`config.mk`:
```
export PLATFORM = sky130hd
export DESIGN_NAME = rz_word_rx
export DESIGN_NICKNAME = d
export VERILOG_FILES = /design/src/rtl/rz_word_rx.sv
export SDC_FILE = /design/constraint.sdc
export NUM_CORES = 1
export LEC_CHECK = 0
export BUFFER_PORTS_ARGS = -buffer_cell sky130_fd_sc_hd__buf_2
export CAP_MARGIN = 10
export CORE_MARGIN = 2
export CORE_UTILIZATION = 55
export DETAILED_ROUTE_END_ITERATION = 7
export MAX_ROUTING_LAYER = met4
export PLACE_DENSITY_LB_ADDON = 0.15
export REMOVE_ABC_BUFFERS = 1
export SLEW_MARGIN = 5
export SYNTH_ARGS = -nofsm -noshare
export SYNTH_HDL_FRONTEND = slang
export SYNTH_SLANG_ARGS = --single-unit
```
`constraint.sdc`:
```
create_clock -name clk -period 4.59 [get_ports clk]
set_input_delay 0.2295 -clock clk [delete_from_list [all_inputs] [get_ports clk]]
set_output_delay 0.2295 -clock clk [all_outputs]
set_load 0.02 [all_outputs]
```
`src/rtl/rz_word_rx.sv`:
```
module rz_word_rx #(
  parameter int CW = 12
) (
  input  logic          clk,
  input  logic          rst_n,
  input  logic          line_hi,
  input  logic          line_lo,
  input  logic          parity_odd,
  input  logic [CW-1:0] bit_cycles,
  input  logic          rd_lo,
  input  logic          rd_hi,
  output logic [15:0]   host_data,
  output logic          word_ready,
  output logic          overrun,
  output logic          err_bit,
  output logic          err_gap,
  output logic          err_short,
  output logic          err_parity
);

  localparam int SW = CW + 3;

  logic [1:0]    hi_s, lo_s;
  logic          act_q;
  logic [SW-1:0] sp;
  logic          synced;
  logic [5:0]    cnt;
  logic [31:0]   sr, hold;
  logic          lo_done;

  wire           act     = hi_s[1] | lo_s[1];
  wire           rise    = act & ~act_q;
  wire           bitv    = hi_s[1];
  wire [SW-1:0]  p_ext   = {3'b000, bit_cycles};
  wire [SW-1:0]  gap_len = (p_ext << 2) + p_ext;
  wire [SW-1:0]  win_lo  = p_ext - (p_ext >> 2);
  wire [SW-1:0]  win_hi  = p_ext + (p_ext >> 2);
  wire           sp_ok   = (sp >= win_lo) && (sp <= win_hi);
  wire           gap_hit = ~rise && (sp == gap_len - SW'(1));
  wire           full    = (cnt == 6'd32);
  wire           par_ok  = (^sr) == parity_odd;
  wire           deliver = synced & gap_hit & full & par_ok;
  wire           hi_done = rd_hi & lo_done & word_ready;

  assign host_data = rd_hi ? hold[31:16] : hold[15:0];

  always_ff @(posedge clk or negedge rst_n) begin
    if (!rst_n) begin
      hi_s  <= '0;
      lo_s  <= '0;
      act_q <= 1'b0;
    end else begin
      hi_s  <= {hi_s[0], line_hi};
      lo_s  <= {lo_s[0], line_lo};
      act_q <= act;
    end
  end

  always_ff @(posedge clk or negedge rst_n) begin
    if (!rst_n)
      sp <= '0;
    else if (rise)
      sp <= SW'(1);
    else if (sp < gap_len)
      sp <= sp + SW'(1);
  end

  always_ff @(posedge clk or negedge rst_n) begin
    if (!rst_n) begin
      synced     <= 1'b0;
      cnt        <= '0;
      sr         <= '0;
      err_bit    <= 1'b0;
      err_gap    <= 1'b0;
      err_short  <= 1'b0;
      err_parity <= 1'b0;
    end else begin
      err_bit    <= 1'b0;
      err_gap    <= 1'b0;
      err_short  <= 1'b0;
      err_parity <= 1'b0;
      if (gap_hit) begin
        if (!synced) begin
          synced <= 1'b1;
          cnt    <= '0;
        end else if (full) begin
          cnt <= '0;
          if (!par_ok) err_parity <= 1'b1;
        end else if (cnt != 6'd0) begin
          err_short <= 1'b1;
          cnt       <= '0;
        end
      end else if (rise && synced) begin
        if (full) begin
          err_gap <= 1'b1;
          synced  <= 1'b0;
          cnt     <= '0;
        end else if (cnt == 6'd0 || sp_ok) begin
          sr  <= {bitv, sr[31:1]};
          cnt <= cnt + 6'd1;
        end else begin
          err_bit <= 1'b1;
          synced  <= 1'b0;
          cnt     <= '0;
        end
      end
    end
  end

  always_ff @(posedge clk or negedge rst_n) begin
    if (!rst_n) begin
      hold       <= '0;
      word_ready <= 1'b0;
      lo_done    <= 1'b0;
      overrun    <= 1'b0;
    end else if (deliver) begin
      hold       <= sr;
      word_ready <= 1'b1;
      lo_done    <= 1'b0;
      overrun    <= word_ready & ~hi_done;
    end else if (hi_done) begin
      word_ready <= 1'b0;
      lo_done    <= 1'b0;
      overrun    <= 1'b0;
    end else if (rd_lo && word_ready) begin
      lo_done <= 1'b1;
    end
  end

  AST_CNT_MAX: assert property (@(posedge clk) disable iff (!rst_n)
    cnt <= 6'd32);
  AST_HUNT_EMPTY: assert property (@(posedge clk) disable iff (!rst_n)
    !synced |-> cnt == 6'd0);
  AST_ERR_ONEHOT: assert property (@(posedge clk) disable iff (!rst_n)
    $onehot0({err_bit, err_gap, err_short, err_parity}));
  AST_NO_READY_ON_GAP_ERR: assert property (@(posedge clk) disable iff (!rst_n)
    err_gap |-> !$rose(word_ready));
  AST_READY_PARITY: assert property (@(posedge clk) disable iff (!rst_n)
    $rose(word_ready) |-> ((^hold) == $past(parity_odd)));
  AST_EARLY_HI_IGNORED: assert property (@(posedge clk) disable iff (!rst_n)
    (word_ready && rd_hi && !lo_done && !deliver) |=> word_ready);
  AST_OVR_CAUSE: assert property (@(posedge clk) disable iff (!rst_n)
    $rose(overrun) |-> $past(word_ready));
  AST_OVR_WITH_READY: assert property (@(posedge clk) disable iff (!rst_n)
    overrun |-> word_ready);

endmodule

```
**After elaboration in Yosys (flattened, before gate mapping)**

Cells that the tools add are included.

- Add/subtract/negate cells: 6
- Multipliers: 0
- Div/mod/pow operators: 0
- Order comparisons: 3
- Eq/ne operators: 5
- Shifts and indexed selects: 0
- Muxes and demuxes: 35
- Bitwise logic cells: 13
- Reduce and logical (&&, ||, !) cells: 15

Operator list:

| cell | number |
|---|---|
| 6-bit two-way mux | 7 |
| 32-bit XOR reduction | 1 |
| 15-bit two-way mux | 2 |
| 1-bit two-way mux | 25 |
| 16-bit two-way mux | 1 |
| 14-bit by 12-bit adder with 15-bit output | 1 |
| 15-bit by 1-bit adder with 15-bit output (second input constant) | 1 |
| 15-bit equality test | 1 |
| 15-bit >= comparator | 1 |
| 15-bit by 13-bit less-or-equal comparator with 1-bit output | 1 |
| 15-bit less-than comparator | 1 |
| 15-bit by 1-bit subtractor with 15-bit output (second input constant) | 1 |
| 12-bit by 10-bit adder with 13-bit output | 1 |
| 12-bit by 10-bit subtractor with 13-bit output | 1 |
| 1-bit AND | 7 |
| 6-bit by 1-bit adder with 6-bit output (second input constant) | 1 |
| 6-bit equality test (second input constant) | 1 |
| 6-bit logical NOT | 1 |
| 2-bit nonzero test | 3 |
| 6-bit nonzero test | 1 |
| 1-bit inverter | 5 |
| 1-bit logical AND | 4 |
| 4-bit by 2-bit inequality test with 1-bit output (second input constant) | 1 |
| 2-bit AND reduction | 2 |
| other kinds (6) | 6 |

- Flip-flop bits (word level): 98
- Latch bits: 0
- Bits in writable memories: 0
- Memory bits (read-only): 0
- Input bits: 19
- Output and inout port bits: 22
- Word-level logic and storage cells: 92
- Memories kept: 0

**Logic depth before layout (Yosys ltp)**

- Word-level depth: 8
- Gate-level depth with buffers: 26
- Depth with buffers taken out: 25

**Least setup slack after synthesis**

Ideal clock, no wire load.

- Kind: in2reg
- Start: in bit_cycles[0]
- End: reg sr[25]
- Library setup time: 125 ps
- Data arrival time: 4432 ps
- Data required time: 4465 ps
- Slack: 33 ps
- Cell stages on the path: 19
- Path buffers: 1
- Cell sequence: ha_1 -> inv_1 -> fa_1 -> o21bai_1 -> a211o_1 -> a211oi_1 -> or2_2 -> inv_1 -> ha_1 -> and4_1 -> nand2_1 -> or4_1 -> nand2_1 -> a221oi_1 -> a211oi_1 -> nand2_1 -> nor2_1 -> clkbuf_1 -> mux2_2

- Word-level cells in the longest chain between the ends: 6
- Elaborated cells between the ends (all ways): 12
- Those cells by class: 4 x add/sub; 2 x order compare; 1 x eq/ne; 1 x bitwise; 4 x reduce/logical

RTL lines:

| element | line | text |
|---|---|---|
| start, declared | 9 | `input logic [CW-1:0] bit_cycles,` |
| 14-bit by 12-bit adder with 15-bit output | 35 | `wire [SW-1:0] gap_len = (p_ext << 2) + p_ext;` |
| 15-bit by 1-bit subtractor with 15-bit output | 39 | `wire gap_hit = ~rise && (sp == gap_len - SW'(1));` |
| 15-bit equality test | 39 |  |
| 1-bit logical AND | 39 |  |
| 1-bit inverter (no source line) | -- |  |
| 4-bit AND reduction (no source line) (*) | -- |  |
| end signal, assigned | 99 | `sr <= {bitv, sr[31:1]};` |
| end, declared | 28 | `logic [31:0] sr, hold;` |

Mark *: on every way between the ends. The rest lies on a longest branch, timed or not.
A chain may end at the register's enable or synchronous reset.

**Final worst setup path**

- Start: in bit_cycles[2]
- End: reg sp[14]

- Word-level cells in the longest chain between the ends: 3

RTL lines:

| element | line | text |
|---|---|---|
| 14-bit by 12-bit adder with 15-bit output | 35 |  |
| 15-bit less-than comparator | 64 | `else if (sp < gap_len)` |
| 2-bit nonzero test (no source line) | -- |  |
| end signal, assigned | 65 | `sp <= sp + SW'(1);` |
| end, declared | 25 | `logic [SW-1:0] sp;` |

No other way between the ends.

==> impl_results.md <==
- Status: complete, no violations
- Core Rows: between 40 and 50
- Area Overhead vs Synth: 16.8%
- Comb pwr share: between 20% and 30%
- Main combinational cell family by area after synthesis: simple AND/OR/NAND/NOR gates
- Period utilization: 94.1%
- Worst Hold Class: in -> reg
- Post-synth top area share: between 30% and 40%
- Xor/xnor share of the synthesized area: under 10%
- Synthesized area per cell: around 9.9 um^2
- Vias in the first global route: 6069
- Critical Path RT: about 4.9 ns
- Pwr/cell area: 275 nW/um^2
- Clock-pin slew on the worst setup and hold paths: 0.07 ns
- Share of post-route cells with drive strength above 1: around a quarter
- Filler instances: approximately 1100
- Drt pass-1 iters: 5
- Final Slew Violations: 0
- Final min period: 4.32 ns
- Slew headroom: a little under three fifths
- Area contributors post-synth: dfrtp_1 34%, ha_1 11%, mux2_2 8.8%, xnor2_1 6.2%, mux2_1 3.7%
- Fin util: around two thirds
- Fmax: roughly 230 MHz
- Layout Skew: 0.0147 ns
- H-tree levels: 3
- Main synth FF type: dfrtp_1
- Synth top cells by count: 98 x dfrtp_1, 65 x ha_1, 57 x mux2_2
- CP max-delay cell: or3b_2
- Synth async-reset ratio: 100%
- GR Util All Layers: 27.0%
- Yosys reg bits: between 90 and 100
- Max Cap Viol: 0
- Global-route wire length before repair: 29.6 mm
- WL final: approximately 18 mm
- Switching portion of total power: 32.9%
- Initial core utilization: between 50% and 60%
- Worst Max-Slew Pin Slew: approximately 0.67 ns
- Clk sinks: about 100
- Number of synthesized flops with an enable pin: 0
- Synth unique cells: 71
- Crit-path cells: buf_2 > ha_1 > inv_1 > fa_1 > o21bai_2 > a211o_1 > a211oi_1 > buf_4 > or2_2 > inv_1 > ha_1 > and4_1 > o211ai_1 > a21oi_1 > o311a_1 > o31a_1 > o21ai_0 > buf_4 > and4b_1 > or3b_2 > xor2_1 > nor2_1
- Die ar.: roughly 14000 um^2
- TritonCTS clock tree: yes
- Final hold vios: 0
- Most frequent cell after synthesis: dfrtp_1
- Clock Power Share: roughly a third
- Clk_lat worst skew: between 0.3 and 0.4 ns
- DRC violations left: 0
- Yosys warning total: 0
- Hold_ws: roughly 0.24 ns
- Vias/cell: 5.94
- Worst Path Max Fanout: 3
- Final setup violation count: 0
- Post-Syn Area: roughly 7300 um^2
- Synth Area in Compound Gates: approximately 14%
- Root Buffer Master: clkbuf_16
- Biggest area consumer among synthesized cells: dfrtp_1
- Sequential share of power: slightly below 40%
- Final HPWL from detailed placement: 13.7 mm
- Crit path capture type: register
- Congestion Overflow GR: 0
- Core Footprint: 13100 um^2
- Diodes inserted: 0
- Antenna violations before repair: 0
- Routed vias: between 6000 and 7000
- Post-Synth Adder-Cell Area: 11.7%
- RSZ-0062 raised after global routing: false
- Crit path arrival time: between 4 and 5 ns
- Internal power: around 1.6 mW
- Total power: roughly 2.3 mW
- Gate count of the mapped netlist: 738
- Largest net degree at the start of global routing: between 50 and 60
- I/O Pins: 41
- Fin nets: roughly 900
- Register area share after synthesis: approximately 34%
- Clk buf depth: 2
- I/O Buffers: 40
- Routability Congestion: between 0.9 and 1
- Initial drt markers: 341
- Routed len/inst: about 18 um
- Post-Synth Simple-Gate Area: 14.8%
- Highest ir drop seen on vdd: between 200 and 300 uV
- Multiplexer area fraction after synthesis: a little over an eighth
- LEAKAGE: about 4.2 nW
- CP Launch Type: input port
- Max incr delay on CP: between 0.4 and 0.5 ns
- Die height: 119 um
- Die width: around 120 um
- Psw: between 0.7 and 0.8 mW
- Final antenna-violating net count: 0
- CTS Buf Count: 9
- Setup CP Type: in -> reg
## final timing paths
check,from,end,slack (ns),cells after the start
hold reg to reg,hi_s[0],hi_s[1],0.35,0
hold / removal,rd_lo,lo_done,0.24,5
setup / recovery,bit_cycles[2],sp[14],0.27,22
max in group asynchronous,rst_n,hold[27],3.07,3
min in group asynchronous,rst_n,act_q,0.44,2
setup reg to reg,sp[1],sp[14],1.28,13
## worst max-delay path: cells and delay by family
kind | cells | cell delay [ns]
and+or+nand+nor | 5 | 1.28
adders and majority gates | 3 | 0.86
AOI/OAI and AO/OA | 8 | 1.48
xor gates and xnor gates | 1 | 0.15
buffers and inverters | 5 | 0.58
## repair_timing
item | CTS | global route
endpoints found under the hold margin | 51 | 0
setup buffers | 0 | 1
hold buffers | 3 | 0
endpoints found under the setup margin | 0 | 38
gates resized for setup | 0 | 15
## metrics by stage
step / instances / setup WS, ns / instance area (um^2) / TNS, ns
global route: 1016 / 0.0119 / 8530 / 0
detailed placement: 995 / -0.299 / 8120 / -8.83
CTS: 1014 / 0.0638 / 8450 / 0
global placement: 995 / -0.101 / 8120 / -2.30
floorplan: 716 / -0.792 / 7200 / -27.15
finish: 1016 / 0.271 / 8530 / 0
## final cells by class
| type | count | area (um^2) | share of cell area [%] |
|---|---|---|---|
| inverters | 45 | 169 | 1.98 |
| repair buffers | 108 | 763 | 8.95 |
| flip-flops and latches | 98 | 2450 | 28.7 |
| well taps | 176 | 220 | 2.58 |
| clock inverters | 6 | 55.1 | 0.645 |
| multi-input cells | 573 | 4630 | 54.3 |
| clock buffers | 10 | 239 | 2.80 |
## power groups by stage
stage / clock [mW] / sequential [mW] / combinational (mW)
6_report: 0.736 / 0.931 / 0.678
5_1_grt: 0.786 / 0.934 / 0.757
4_1_cts: 0.758 / 0.930 / 0.665
3_5_place_dp: 0 / 0.946 / 0.659
3_3_place_gp: 0 / 0.943 / 0.631
2_1_floorplan: 0 / 0.927 / 0.422
## cells by family (layout without fill, tap and decap cells)
logic type / after synthesis / in the layout
simple gates: 201 / 201
compound gates: 148 / 148
flops: 98 / 98
mux: 90 / 90
fa+ha+maj: 67 / 67
xor+xnor: 67 / 67
buf+inv: 67 / 169
## metal layers
metal  vias up  track usage (%)  part of all wire (%)
li1       2886                -                     -
met1      2921             35.6                    46
met2       179             42.3                    47
met3        44             3.83                   4.1
met4         0             10.2                   2.6
met5         -                -                     0
## layout by cell type, fill, tap and decap left out, types with 5 or more instances in the layout
cell type	count
nor3_1	15
inv_1	41
nor2_1	36
a31oi_1	7
xnor2_1	52
or3_1	6
nor4_1	7
a21oi_1	27
a211oi_1	11
or2_2	5
dfrtp_1	98
buf_2	39
o21a_1	5
and3_1	7
mux2i_1	9
nand3_1	22
o31ai_1	5
ha_1	65
nand2_1	43
clkbuf_16	10
buf_4	63
mux2_2	57
or4_1	5
o31a_1	5
nor2b_1	11
o21ai_1	5
o21ai_0	28
nand4_1	9
a21o_1	8
xor2_1	13
nand2b_1	10
mux2_1	24
## flip-flops by register name, summed over array words and instances (netlist names)
| register | cells |
|---|---|
| sr | 32 |
| err_short | 1 |
| err_bit | 1 |
| hi_s | 2 |
| lo_s | 2 |
| word_ready | 1 |
| cnt | 6 |
| synced | 1 |
| sp | 15 |
| err_parity | 1 |
| hold | 32 |
| act_q | 1 |
| err_gap | 1 |
| overrun | 1 |
| lo_done | 1 |
Note: power is estimated with default switching activity, not from simulation.
